$ cat src/rtl/phase_rotor_pkg.sv
package phase_rotor_pkg;

  // Strobes issued by the control half to the datapath half each cycle
  typedef struct packed {
    logic advance;   // raise the next phase
    logic restart;   // next advance begins a fresh rotation at phase 0
    logic cut;       // end the current on-time
    logic halt;      // protection override, clear and freeze
  } rotorStrobes_t;

endpackage

$ cat src/rtl/phase_rotor_ctrl.sv
module phase_rotor_ctrl
  import phase_rotor_pkg::*;
(
  input  logic          clk,
  input  logic          rstN,
  input  logic          tick,
  input  logic          trip,
  input  logic          inhibit,
  output rotorStrobes_t strobes
);

  logic startPend;

  // A pulse outranks a trip in the same cycle; inhibit outranks both
  always_comb begin
    strobes.halt    = inhibit;
    strobes.advance = tick && !inhibit;
    strobes.cut     = trip && !tick && !inhibit;
    strobes.restart = startPend;
  end

  // Remember that the rotation must begin again at phase 0
  always_ff @(posedge clk or negedge rstN) begin
    if (!rstN)        startPend <= 1'b1;
    else if (inhibit) startPend <= 1'b1;
    else if (tick)    startPend <= 1'b0;
  end

endmodule

$ cat src/rtl/phase_rotor_dp.sv
module phase_rotor_dp
  import phase_rotor_pkg::*;
#(
  parameter  int NUM_PH = 3,
  localparam int IDX_W  = $clog2(NUM_PH)
) (
  input  logic                clk,
  input  logic                rstN,
  input  rotorStrobes_t       strobes,
  input  logic                wideMode,
  output logic [NUM_PH-1:0]   phaseDrive,
  output logic [IDX_W-1:0]    phaseIdx
);

  localparam logic [IDX_W-1:0] LAST_WIDE   = IDX_W'(NUM_PH - 1);
  localparam logic [IDX_W-1:0] LAST_NARROW = IDX_W'(NUM_PH - 2);

  logic              modeReg;
  logic [IDX_W-1:0]  idxReg;
  logic [NUM_PH-1:0] driveReg;
  logic [IDX_W-1:0]  lastIdx;
  logic              wrap;
  logic [IDX_W-1:0]  nextIdx;
  logic [NUM_PH-1:0] hotVec;

  assign lastIdx = modeReg ? LAST_WIDE : LAST_NARROW;
  assign wrap    = strobes.restart || (idxReg >= lastIdx);
  assign nextIdx = wrap ? '0 : idxReg + IDX_W'(1);

  // One-hot decode of the phase about to be raised
  for (genvar k = 0; k < NUM_PH; k++) begin : g_hot
    assign hotVec[k] = (nextIdx == IDX_W'(k));
  end

  always_ff @(posedge clk or negedge rstN) begin
    if (!rstN) begin
      modeReg  <= 1'b0;
      idxReg   <= '0;
      driveReg <= '0;
    end else if (strobes.halt) begin
      idxReg   <= '0;
      driveReg <= '0;
    end else if (strobes.advance) begin
      idxReg   <= nextIdx;
      driveReg <= hotVec;
      if (wrap) modeReg <= wideMode;
    end else if (strobes.cut) begin
      driveReg <= '0;
    end
  end

  assign phaseDrive = driveReg;
  assign phaseIdx   = idxReg;

endmodule

$ cat src/rtl/phase_rotor.sv
module phase_rotor
  import phase_rotor_pkg::*;
#(
  parameter  int NUM_PH = 3,
  localparam int IDX_W  = $clog2(NUM_PH)
) (
  input  logic              clk,
  input  logic              rstN,
  input  logic              tick,
  input  logic              trip,
  input  logic              wideMode,
  input  logic              inhibit,
  output logic [NUM_PH-1:0] phaseDrive,
  output logic [IDX_W-1:0]  phaseIdx
);

  rotorStrobes_t strobes;

  phase_rotor_ctrl ctrl_i (
    .clk     (clk),
    .rstN    (rstN),
    .tick    (tick),
    .trip    (trip),
    .inhibit (inhibit),
    .strobes (strobes)
  );

  phase_rotor_dp #(.NUM_PH(NUM_PH)) dp_i (
    .clk        (clk),
    .rstN       (rstN),
    .strobes    (strobes),
    .wideMode   (wideMode),
    .phaseDrive (phaseDrive),
    .phaseIdx   (phaseIdx)
  );

endmodule

$ cat config.mk
export PLATFORM = sky130hd
export DESIGN_NAME = phase_rotor
export DESIGN_NICKNAME = d
export VERILOG_FILES = /design/src/rtl/phase_rotor_pkg.sv /design/src/rtl/phase_rotor_ctrl.sv /design/src/rtl/phase_rotor_dp.sv /design/src/rtl/phase_rotor.sv
export SDC_FILE = /design/constraint.sdc
export NUM_CORES = 1
export LEC_CHECK = 0
export BUFFER_PORTS_ARGS = -buffer_cell sky130_fd_sc_hd__buf_2
export CORE_AREA = 2 2 39 41
export CTS_BUF_LIST = sky130_fd_sc_hd__clkbuf_16
export CTS_CLUSTER_SIZE = 12
export DETAILED_ROUTE_END_ITERATION = 7
export DIE_AREA = 0 0 41 43
export PLACE_DENSITY = 0.51
export SYNTH_ARGS = -nofsm -noshare
export SYNTH_HDL_FRONTEND = slang
export SYNTH_SLANG_ARGS = --single-unit
$ cat constraint.sdc
create_clock -name clk -period 1.8 [get_ports clk]
set_input_delay 0.36 -clock clk [delete_from_list [all_inputs] [get_ports clk]]
set_output_delay 0.36 -clock clk [all_outputs]
set_load 0.01 [all_outputs]
==> results of run 1 <==
==> registers in the layout (all words and copies together) (netlist names) <==
name / flops
dp_i.phaseDrive: 3
dp_i.phaseIdx: 2
ctrl_i.startPend: 1
dp_i.modeReg: 1
==> cell families (layout without fill, tap and decap cells) <==
group,Yosys count,count (layout),share of synthesized area [%]
adders and majority gates,2,2,6.08
AOI/OAI and AO/OA,13,13,24.9
and+or+nand+nor,12,12,19.5
buffers and inverters,6,19,6.69
DFF,7,7,42.9
==> Yosys cell counts <==
library cell  number  area share, %
nor2b_1            1            1.5
nor3_1             3            3.6
nor2_1             2            1.8
dfrtp_1            6             36
buf_4              1            1.8
a2111o_1           1            2.7
o211ai_1           1            1.8
a21oi_1            2            2.4
a21boi_2           1            2.7
nand2_1            1           0.91
nand4b_1           1            2.1
o21ai_0            1            1.2
a31o_2             4            8.5
nand3b_1           1            1.8
a311oi_1           1            2.1
ha_1               2            6.1
buf_2              1            1.2
nor4b_1            2            4.3
a21o_1             1            1.8
inv_1              4            3.6
nand2b_4           1            3.3
dfstp_2            1            6.4
a31oi_1            1            1.5
==> power by group through the flow <==
stage	logic (mW)	registers (mW)	clock network, mW
final	0.148	0.187	0.369
after detailed placement	0.147	0.188	0
after CTS	0.149	0.187	0.379
after global routing	0.167	0.190	0.387
after global placement	0.149	0.189	0
after floorplan	0.113	0.191	0
==> per-stage QoR <==
| stage | hold WS [ns] | setup WS, ns | area, sq um | util (%) | cells |
|---|---|---|---|---|---|
| floorplan | 0.0644 | 0.282 | 412 | - | 40 |
| global placement | 0.206 | 0.279 | 469 | 33.9 | 64 |
| detailed placement | 0.204 | 0.271 | 469 | 33.9 | 64 |
| CTS | 0.431 | 0.262 | 558 | 40.3 | 69 |
| global route | 0.471 | 0.130 | 558 | 40.3 | 69 |
| finish | 0.428 | 0.255 | 558 | 40.3 | 69 |
==> worst max-delay path: stages, from the launching register on <==
cell and delay (ns):
dfrtp_1 0.41, inv_1 0.11, ha_1 0.30, nand2b_4 0.15, a2111o_1 0.41, o211ai_1 0.09
==> per-layer routing <==
metal / wire length [um] / global-route usage [%] / share of wire, % / up-vias
li1: - / - / - / 176
met1: 380 / 15.7 / 45 / 171
met2: 387 / 15.3 / 46 / 12
met3: 75 / 7.85 / 8.9 / 0
met4: 0 / 4.00 / 0 / 0
met5: 0 / 0 / 0 / -
==> cell type report <==
type / instances / area share, %
clock inverter: 1 / 0.673
multi-input combinational: 27 / 37.2
sequential: 7 / 31.6
tap: 16 / 3.59
clock buffer: 3 / 13.5
inverter: 4 / 2.69
timing repair buffer: 11 / 10.8
==> path summary, 6_finish.rpt <==
check                                 start            endpoint  cells past startpoint
max                        dp_i.phaseIdx[0]        dp_i.modeReg                      5
max reg2reg                dp_i.phaseIdx[0]        dp_i.modeReg                      5
min reg2reg                ctrl_i.startPend    ctrl_i.startPend                      1
min                                wideMode        dp_i.modeReg                      3
min in group asynchronous              rstN  dp_i.phaseDrive[2]                      2
max in group asynchronous              rstN    ctrl_i.startPend                      2
==> impl_metrics.tcl, run 1 <==
set metrics [dict create \
    io_buffers 10 \
    ys_ff_latch 7 \
    grt_pass1_wl_mm 1.36 \
    multi_input_area_sq_um 208 \
    switching_power_mw 0.168 \
    vias 359 \
    worstSetupEndpointType "flip-flop" \
    rrSetupSlack_ns 0.25 \
    rsz0062_at_grt "false" \
    area_growth_pct 35.6 \
    finalCritPeriodShare_pct 85.9 \
    p_comb_share_pct 21.1 \
    die_width_um 41 \
    antenna_left 0 \
    core_area_sq_mm 0.00138 \
    antenna_found_initial 0 \
    worst_pin_slew_ns 0.251 \
    layout.nets 62 \
    ctsResizeCount 0 \
    dr.pass1.iters 4 \
    drtIter0Drc 15 \
    pwr-share-seq_pct 26.5 \
    sw_frac_of_total_pct 23.9 \
    routed_wirelength_um 843 \
    layout_common_cells "10 x buf_2, 6 x dfrtp_1, 5 x inv_1" \
    grt_pass1_vias 310 \
    synth_nets 48 \
    slew_violations 0 \
    cts_buffers 3 \
    initial_core_util_pct 29.7 \
    pwr-share-clk_pct 52.4 \
    htree_levels 1 \
    syn-cell-area_sq_um 412 \
    yosys_warnings 0 \
    drcViolationCount 0 \
    tns_ns 0 \
    power_density_mw_per_mm2 1260 \
    hp-class "input port to flip-flop" \
    max-cap-violations 0 \
    postCtsSetupBuffers 0 \
    avgSynthCellArea_sq_um 10.3 \
    finalWeightedCongestion 0.685 \
    total_power_mw 0.704 \
    syn_inst 40 \
    setup_viol 0 \
    die_area_sq_mm 0.00176 \
    drive_gt1_share_pct 37.7 \
    ys_seq_area_share_pct 42.9 \
    critPathKind "flip-flop to flip-flop" \
    outcome "completed" \
    clock_skew_ns 0.00234 \
    wl_per_cell_um 12.2 \
    ctsLongestPathBuffers 2 \
    grt-ovfl-total 0 \
    diodes 0 \
    clk_root_buffer_cell "clkbuf_16" \
    io_pins 11 \
    ys_types 23 \
    die_y_um 43 \
    cts_tree "yes" \
    ff_latch_area_sq_um 176 \
    internal_power_mw 0.535 \
    clock_sinks 7 \
    row_count 14 \
    grt_max_degree 14 \
    clk_latency_ns 0.23 \
    clkTransAtPathRegs_ns 0.03 \
    fillers 136 \
    cp.required_ns 1.94 \
    crit_path_max_fanout 6 \
    relSlewSlack_pct 83.0 \
    hold_viol 0 \
    period_needed_ns 1.55 \
    p_leak_nw 0.269 \
    via_per_inst 5.20 \
    hpwl_um 604 \
    track_usage_pct 11.9 \
    cts_hold_buf 1 \
    worstSetupStartpointType "flip-flop" \
    final_common_cell "buf_2" \
    ir_drop_mv 0.805 \
    worst_ep_arrival_time_ns 1.69 \
    max_freq_ghz 0.647 \
]
Note: power is estimated with default switching activity, not from simulation.
==> run 2: changes to the inputs <==
--- a/config.mk
+++ b/config.mk
@@ -14,4 +14,5 @@
 export PLACE_DENSITY = 0.51
 export SYNTH_ARGS = -nofsm -noshare
 export SYNTH_HDL_FRONTEND = slang
+export SYNTH_HIERARCHICAL = 1
 export SYNTH_SLANG_ARGS = --single-unit
==> impl_metrics.tcl, run 2 <==
set metrics [dict create \
    outcome "completed" \
    drive_gt1_share_pct 39.6 \
    cts_buffers 3 \
    period_needed_ns 1.62 \
    clock_skew_ns 0.00170 \
    worst_ep_arrival_time_ns 1.72 \
    pwr-share-clk_pct 55.0 \
    slowest_delay_ns 0.44 \
    pwr-share-seq_pct 26.8 \
    sw_frac_of_total_pct 23.7 \
    htree_levels 1 \
    worstSetupEndpointType "flip-flop" \
    diodes 0 \
    core_area_sq_mm 0.00138 \
    max-cap-violations 0 \
    place_ws_ns 0.175 \
    syn-cell-area_sq_um 418 \
    io_pins 11 \
    drtIter0Drc 7 \
    grt_pass1_wl_mm 1.29 \
    ys_ff_latch 7 \
    layout.nets 62 \
    ctsResizeCount 0 \
    die_area_sq_mm 0.00176 \
    rsz0062_at_grt "false" \
    clkTransAtPathRegs_ns 0.04 \
    power_density_mw_per_mm2 1210 \
    grt_pass1_vias 323 \
    hold_viol 0 \
    hpwl_um 653 \
    critPathKind "flip-flop to flip-flop" \
    avgSynthCellArea_sq_um 10.7 \
    worstSetupStartpointType "flip-flop" \
    worst_pin_slew_ns 0.465 \
    yosys.area.top_type "dfrtp_1" \
    via_per_inst 4.78 \
    antenna_found_initial 0 \
    wl_per_cell_um 12.2 \
    path_buf_inv 1 \
    die_y_um 43 \
    finalCritPeriodShare_pct 90.3 \
    io_buffers 10 \
    r2r_start "dp_i/phaseIdx[0]" \
    rrSetupSlack_ns 0.18 \
    dr.pass1.iters 4 \
    clk_root_buffer_cell "clkbuf_16" \
    grt-ovfl-total 0 \
    layout_common_cells "10 x buf_2, 6 x dfrtp_1, 3 x clkbuf_16, 3 x inv_1, 3 x nor2_1" \
    setup_viol 0 \
    p_comb_share_pct 18.2 \
    synth_top_area_share_pct 35.9 \
    track_usage_pct 11.7 \
    initial_core_util_pct 30.2 \
    synth.most_common_cell "dfrtp_1" \
    hp-class "input port to flip-flop" \
    fin_ws_ns 0.175 \
    slew_violations 0 \
    finalWeightedCongestion 0.822 \
    synthTopCellsByCount "6 x dfrtp_1, 3 x inv_1, 3 x nor2_1" \
    worst-r2r-cell-count 5 \
    routed_wirelength_um 840 \
    drcViolationCount 0 \
    yosys_warnings 6 \
    ys_types 24 \
    vias 330 \
    synth_nets 47 \
    cp_num_cells 5 \
    switching_power_mw 0.163 \
    cp_top_family "compound AO/OA/AOI/OAI gates" \
    die_width_um 41 \
    synth-edff-count 0 \
    cts_tree "yes" \
    synthFlopType "dfrtp_1" \
    min-delay-start "wideMode" \
    cp.required_ns 1.89 \
    crit_path_max_fanout 7 \
    area_growth_pct 36.5 \
    utilization_pct 41.2 \
    holdWs_ns 0.410 \
    p_leak_nw 0.290 \
    grt_max_degree 10 \
    largest_register_ffs 3 \
    ctsLongestPathBuffers 2 \
    clock_sinks 7 \
    ir_drop_mv 0.587 \
    tns_ns 0 \
    relSlewSlack_pct 68.9 \
    antenna_left 0 \
    row_count 14 \
    internal_power_mw 0.525 \
    max_freq_ghz 0.615 \
    holdPathStages 3 \
    synthArstFlopShare_pct 100 \
    cp_slowest_cell "dfrtp_1" \
    final_common_cell "buf_2" \
    syn_inst 39 \
    synthTopCellsByArea "dfrtp_1 36%, dfstp_2 6.3%, ha_1 6.0%" \
    crit_chain "inv_1 -> ha_1 -> nand2b_4 -> a211oi_4 -> o21ai_0" \
    cp-startpoint "dp_i/phaseIdx[0]" \
    fillers 148 \
    ys_seq_area_share_pct 42.2 \
    postCtsSetupBuffers 0 \
    clk_latency_ns 0.23 \
]
==> run 2: final timing paths <==
check | to
worst max-delay path | dp_i/phaseDrive[0]
max in group asynchronous | ctrl_i/startPend
min in group asynchronous | dp_i/modeReg
worst max register to register | dp_i/phaseDrive[0]
worst min register to register | dp_i/phaseDrive[2]
worst min-delay path | dp_i/modeReg
==> run 2: through the flow <==
step	instances	cell area, sq um	total power [mW]
6_report	69	571	0.689
5_1_grt	69	571	0.724
4_1_cts	69	571	0.699
3_5_place_dp	64	480	0.312
3_3_place_gp	64	480	0.309
2_1_floorplan	39	418	0.286
==> run 2: cell type report <==
cell class | count | area [sq um] | area share [%]
clock buffers | 3 | 75.1 | 13.2
multi-input cells | 27 | 215 | 37.7
flip-flops and latches | 7 | 176 | 30.9
well taps | 16 | 20.0 | 3.51
inverters | 3 | 11.3 | 1.97
clock inverters | 1 | 5.00 | 0.877
repair buffers | 12 | 67.6 | 11.8
==> run 2: power by group through the flow <==
stage | sequential (mW) | combinational, mW | clock (mW)
6_report | 0.184 | 0.125 | 0.379
5_1_grt | 0.185 | 0.139 | 0.399
4_1_cts | 0.185 | 0.127 | 0.387
3_5_place_dp | 0.187 | 0.126 | 0
3_3_place_gp | 0.187 | 0.122 | 0
2_1_floorplan | 0.185 | 0.101 | 0
==> run 2: what timing repair did <==
item	in CTS	in global routing
endpoints found under the setup margin	0	0
hold buffers	1	0
endpoints found under the hold margin	6	0
==> run 2: layer usage <==
| metal | vias up | track usage (%) | wire (um) | part of all wire [%] |
|---|---|---|---|---|
| li1 | 171 | - | - | - |
| met1 | 153 | 13.7 | 389 | 46 |
| met2 | 6 | 16.6 | 399 | 48 |
| met3 | 0 | 9.42 | 51 | 6.1 |
| met4 | 0 | 2.00 | 0 | 0 |
| met5 | - | 0 | 0 | 0 |
==> run 2: cells by family after synthesis <==
kind of cell	count (synthesis)	synth area share, %
fa+ha+maj	2	5.99
buf+inv	5	6.29
compound gates	12	27.2
simple gates	13	18.3
flops	7	42.2
==> run 2: worst min-delay path, stage by stage <==
cell	delay, ns
buf_2	0.10
nand2_1	0.05
o211ai_1	0.08
==> run 3: changes to the inputs <==
--- a/config.mk
+++ b/config.mk
@@ -5,13 +5,14 @@
 export SDC_FILE = /design/constraint.sdc
 export NUM_CORES = 1
 export LEC_CHECK = 0
+export ABC_AREA = 1
 export BUFFER_PORTS_ARGS = -buffer_cell sky130_fd_sc_hd__buf_2
 export CORE_AREA = 2 2 39 41
 export CTS_BUF_LIST = sky130_fd_sc_hd__clkbuf_16
 export CTS_CLUSTER_SIZE = 12
 export DETAILED_ROUTE_END_ITERATION = 7
 export DIE_AREA = 0 0 41 43
-export PLACE_DENSITY = 0.51
+export PLACE_DENSITY_LB_ADDON = 0.25
 export SYNTH_ARGS = -nofsm -noshare
 export SYNTH_HDL_FRONTEND = slang
 export SYNTH_HIERARCHICAL = 1
==> impl_metrics.tcl, run 3 <==
set metrics [dict create \
    ys_types 18 \
    grt_max_degree 8 \
    drtIter0Drc 6 \
    crit_chain "inv_2 -> ha_1 -> inv_1 -> nand2_1 -> nand2_2 -> nand3_1 -> nand2_1 -> inv_1 -> nand2_1 -> nand2_1" \
    io_pins 11 \
    layout.nets 78 \
    worst_path_most_repeated_cell "nand2_1" \
    wl_per_cell_um 8.98 \
    total_power_mw 0.635 \
    layout_common_cells "10 x nand2_1, 10 x buf_2, 9 x inv_1" \
    crit_path_max_fanout 5 \
    fin_ws_ns 0.473 \
    synth-edff-count 0 \
    antenna_found_initial 0 \
    holdWs_ns 0.305 \
    largest_register_ffs 3 \
    synthFlopType "dfrtp_1" \
    p_comb_share_pct 14.7 \
    routed_wirelength_um 763 \
    die_y_um 43 \
    max_freq_ghz 0.754 \
    p_leak_nw 0.318 \
    clkTransAtPathRegs_ns 0.03 \
    drive_gt1_share_pct 42.0 \
    ys_seq_area_share_pct 39.5 \
    track_usage_pct 12.1 \
    worstSetupEndpointType "flip-flop" \
    synthArstFlopShare_pct 100 \
    internal_power_mw 0.493 \
    ys_ff_latch 7 \
    clk_latency_ns 0.23 \
    cts_buffers 3 \
    ff_latch_area_sq_um 176 \
    cp_slowest_cell "dfrtp_1" \
    via_per_inst 4.22 \
    slowest_delay_ns 0.38 \
    slew_violations 0 \
    diodes 0 \
    dr.pass1.iters 3 \
    clk_root_buffer_cell "clkbuf_16" \
    ir_drop_mv 0.698 \
    hold_viol 0 \
    clock_sinks 7 \
    syn_inst 56 \
    power_density_mw_per_mm2 1080 \
    grt_pass1_vias 327 \
    pwr-share-seq_pct 27.7 \
    top_layer "met3" \
    synthTopCellsByCount "10 x nand2_1, 8 x inv_1, 6 x dfrtp_1" \
    synth_nets 64 \
    vias 359 \
    tns_ns 0 \
    fillers 147 \
    yosys_warnings 6 \
    worst_pin_slew_ns 0.162 \
    m1WireLength_um 361 \
    synthTopCellsByArea "dfrtp_1 34%, nand2_1 8.4%, nand2_2 7.0%" \
    row_count 14 \
    avgSynthCellArea_sq_um 7.98 \
    die_width_um 41 \
    core_area_sq_mm 0.00138 \
    drcViolationCount 0 \
    synth_top_area_share_pct 33.6 \
    multi_input_area_sq_um 210 \
    syn-cell-area_sq_um 447 \
    period_needed_ns 1.33 \
    worstSetupStartpointType "flip-flop" \
    worst_ep_arrival_time_ns 1.44 \
    ctsLongestPathBuffers 2 \
    hpwl_um 621 \
    sw_frac_of_total_pct 22.4 \
    switching_power_mw 0.142 \
    die_area_sq_mm 0.00176 \
    io_buffers 10 \
    grt_pass1_wl_mm 1.40 \
    cts_tree "yes" \
    met3_length_um 50 \
    grt-ovfl-total 0 \
    max-cap-violations 0 \
    antenna_left 0 \
    clock_skew_ns 0.000309 \
    place_ws_ns 0.463 \
    cp.required_ns 1.92 \
    synth.most_common_cell "nand2_1" \
    area_growth_pct 32.2 \
    relSlewSlack_pct 89.1 \
    initial_core_util_pct 32.3 \
    htree_levels 1 \
    finalWeightedCongestion 0.657 \
    pwr-share-clk_pct 57.6 \
    hp-class "input port to flip-flop" \
    cp_top_family "simple AND/OR/NAND/NOR gates" \
    path_buf_inv 3 \
    rsz0062_at_grt "false" \
    outcome "completed" \
    yosys.area.top_type "dfrtp_1" \
    setup_viol 0 \
    finalCritPeriodShare_pct 73.7 \
    wl_met2_um 350 \
    critPathKind "flip-flop to flip-flop" \
    ctsResizeCount 0 \
]
## run 3: changes by cell type in the layout (fill, tap and decap cells not counted), moves of 3 or more
cell	delta
nand3_1	+3
nand2_2	+5
inv_1	+6
inv_2	+4
nor2_2	+3
nand2_1	+8
## run 3: cells by family after synthesis
| group | Yosys count | share of synthesized area [%] |
|---|---|---|
| AND/OR/NAND/NOR | 27 | 33.3 |
| buffers and inverters | 14 | 13.4 |
| flip-flops | 7 | 39.5 |
| AO/OA/AOI/OAI | 6 | 8.12 |
| adder cells (fa/ha/maj) | 2 | 5.60 |
## run 3: timing repair
action,in CTS,in global routing
hold endpoints to repair,6,0
hold buffers,1,0
setup buffers,0,0
## run 3: through the flow
step	cell area [sq um]	utilization, %	cells
2_1_floorplan	447	-	56
3_3_place_gp	502	36.3	80
3_5_place_dp	502	36.3	80
4_1_cts	591	42.7	85
5_1_grt	591	42.7	85
6_report	591	42.7	85
## run 3: power by group through the flow
stage / Clock (mW) / Combinational [mW] / Sequential, mW
floorplan: 0 / 0.0711 / 0.178
global placement: 0 / 0.0919 / 0.177
detailed placement: 0 / 0.0926 / 0.178
CTS: 0.374 / 0.0950 / 0.176
global route: 0.387 / 0.109 / 0.178
finish: 0.366 / 0.0936 / 0.176
## run 3: worst register-to-register path, stage by stage (launching register included)
cell	delay [ns]
dfrtp_1	0.38
inv_2	0.10
ha_1	0.24
inv_1	0.05
nand2_1	0.05
nand2_2	0.10
nand3_1	0.10
nand2_1	0.07
inv_1	0.03
nand2_1	0.05
nand2_1	0.05
## run 3: routing by layer
metal,vias to the layer above,global-route usage [%]
met3,0,7.85
met1,154,16.5
met4,0,2.00
li1,196,-
met5,-,0
met2,9,16.3
## run 3: final timing paths
check	endpoint	depth (start not counted)	slack [ns]	start
worst max-delay path	dp_i/phaseDrive[2]	10	0.47	dp_i/phaseIdx[0]
worst min-delay path	ctrl_i/startPend	2	0.30	tick
worst max register to register	dp_i/phaseDrive[2]	10	0.47	dp_i/phaseIdx[0]
worst min register to register	dp_i/phaseDrive[0]	2	0.47	dp_i/phaseDrive[0]
max in group asynchronous	ctrl_i/startPend	2	1.08	rstN
min in group asynchronous	dp_i/phaseDrive[1]	2	0.49	rstN
## run 3: cell type report
type                    count  share of cell area (%)
clock buffers               3                    12.7
repair buffers             11                    10.2
flip-flops and latches      7                    29.9
well taps                  16                    3.39
multi-input cells          35                    35.6
clock inverters             1                   0.636
inverters                  12                    7.63
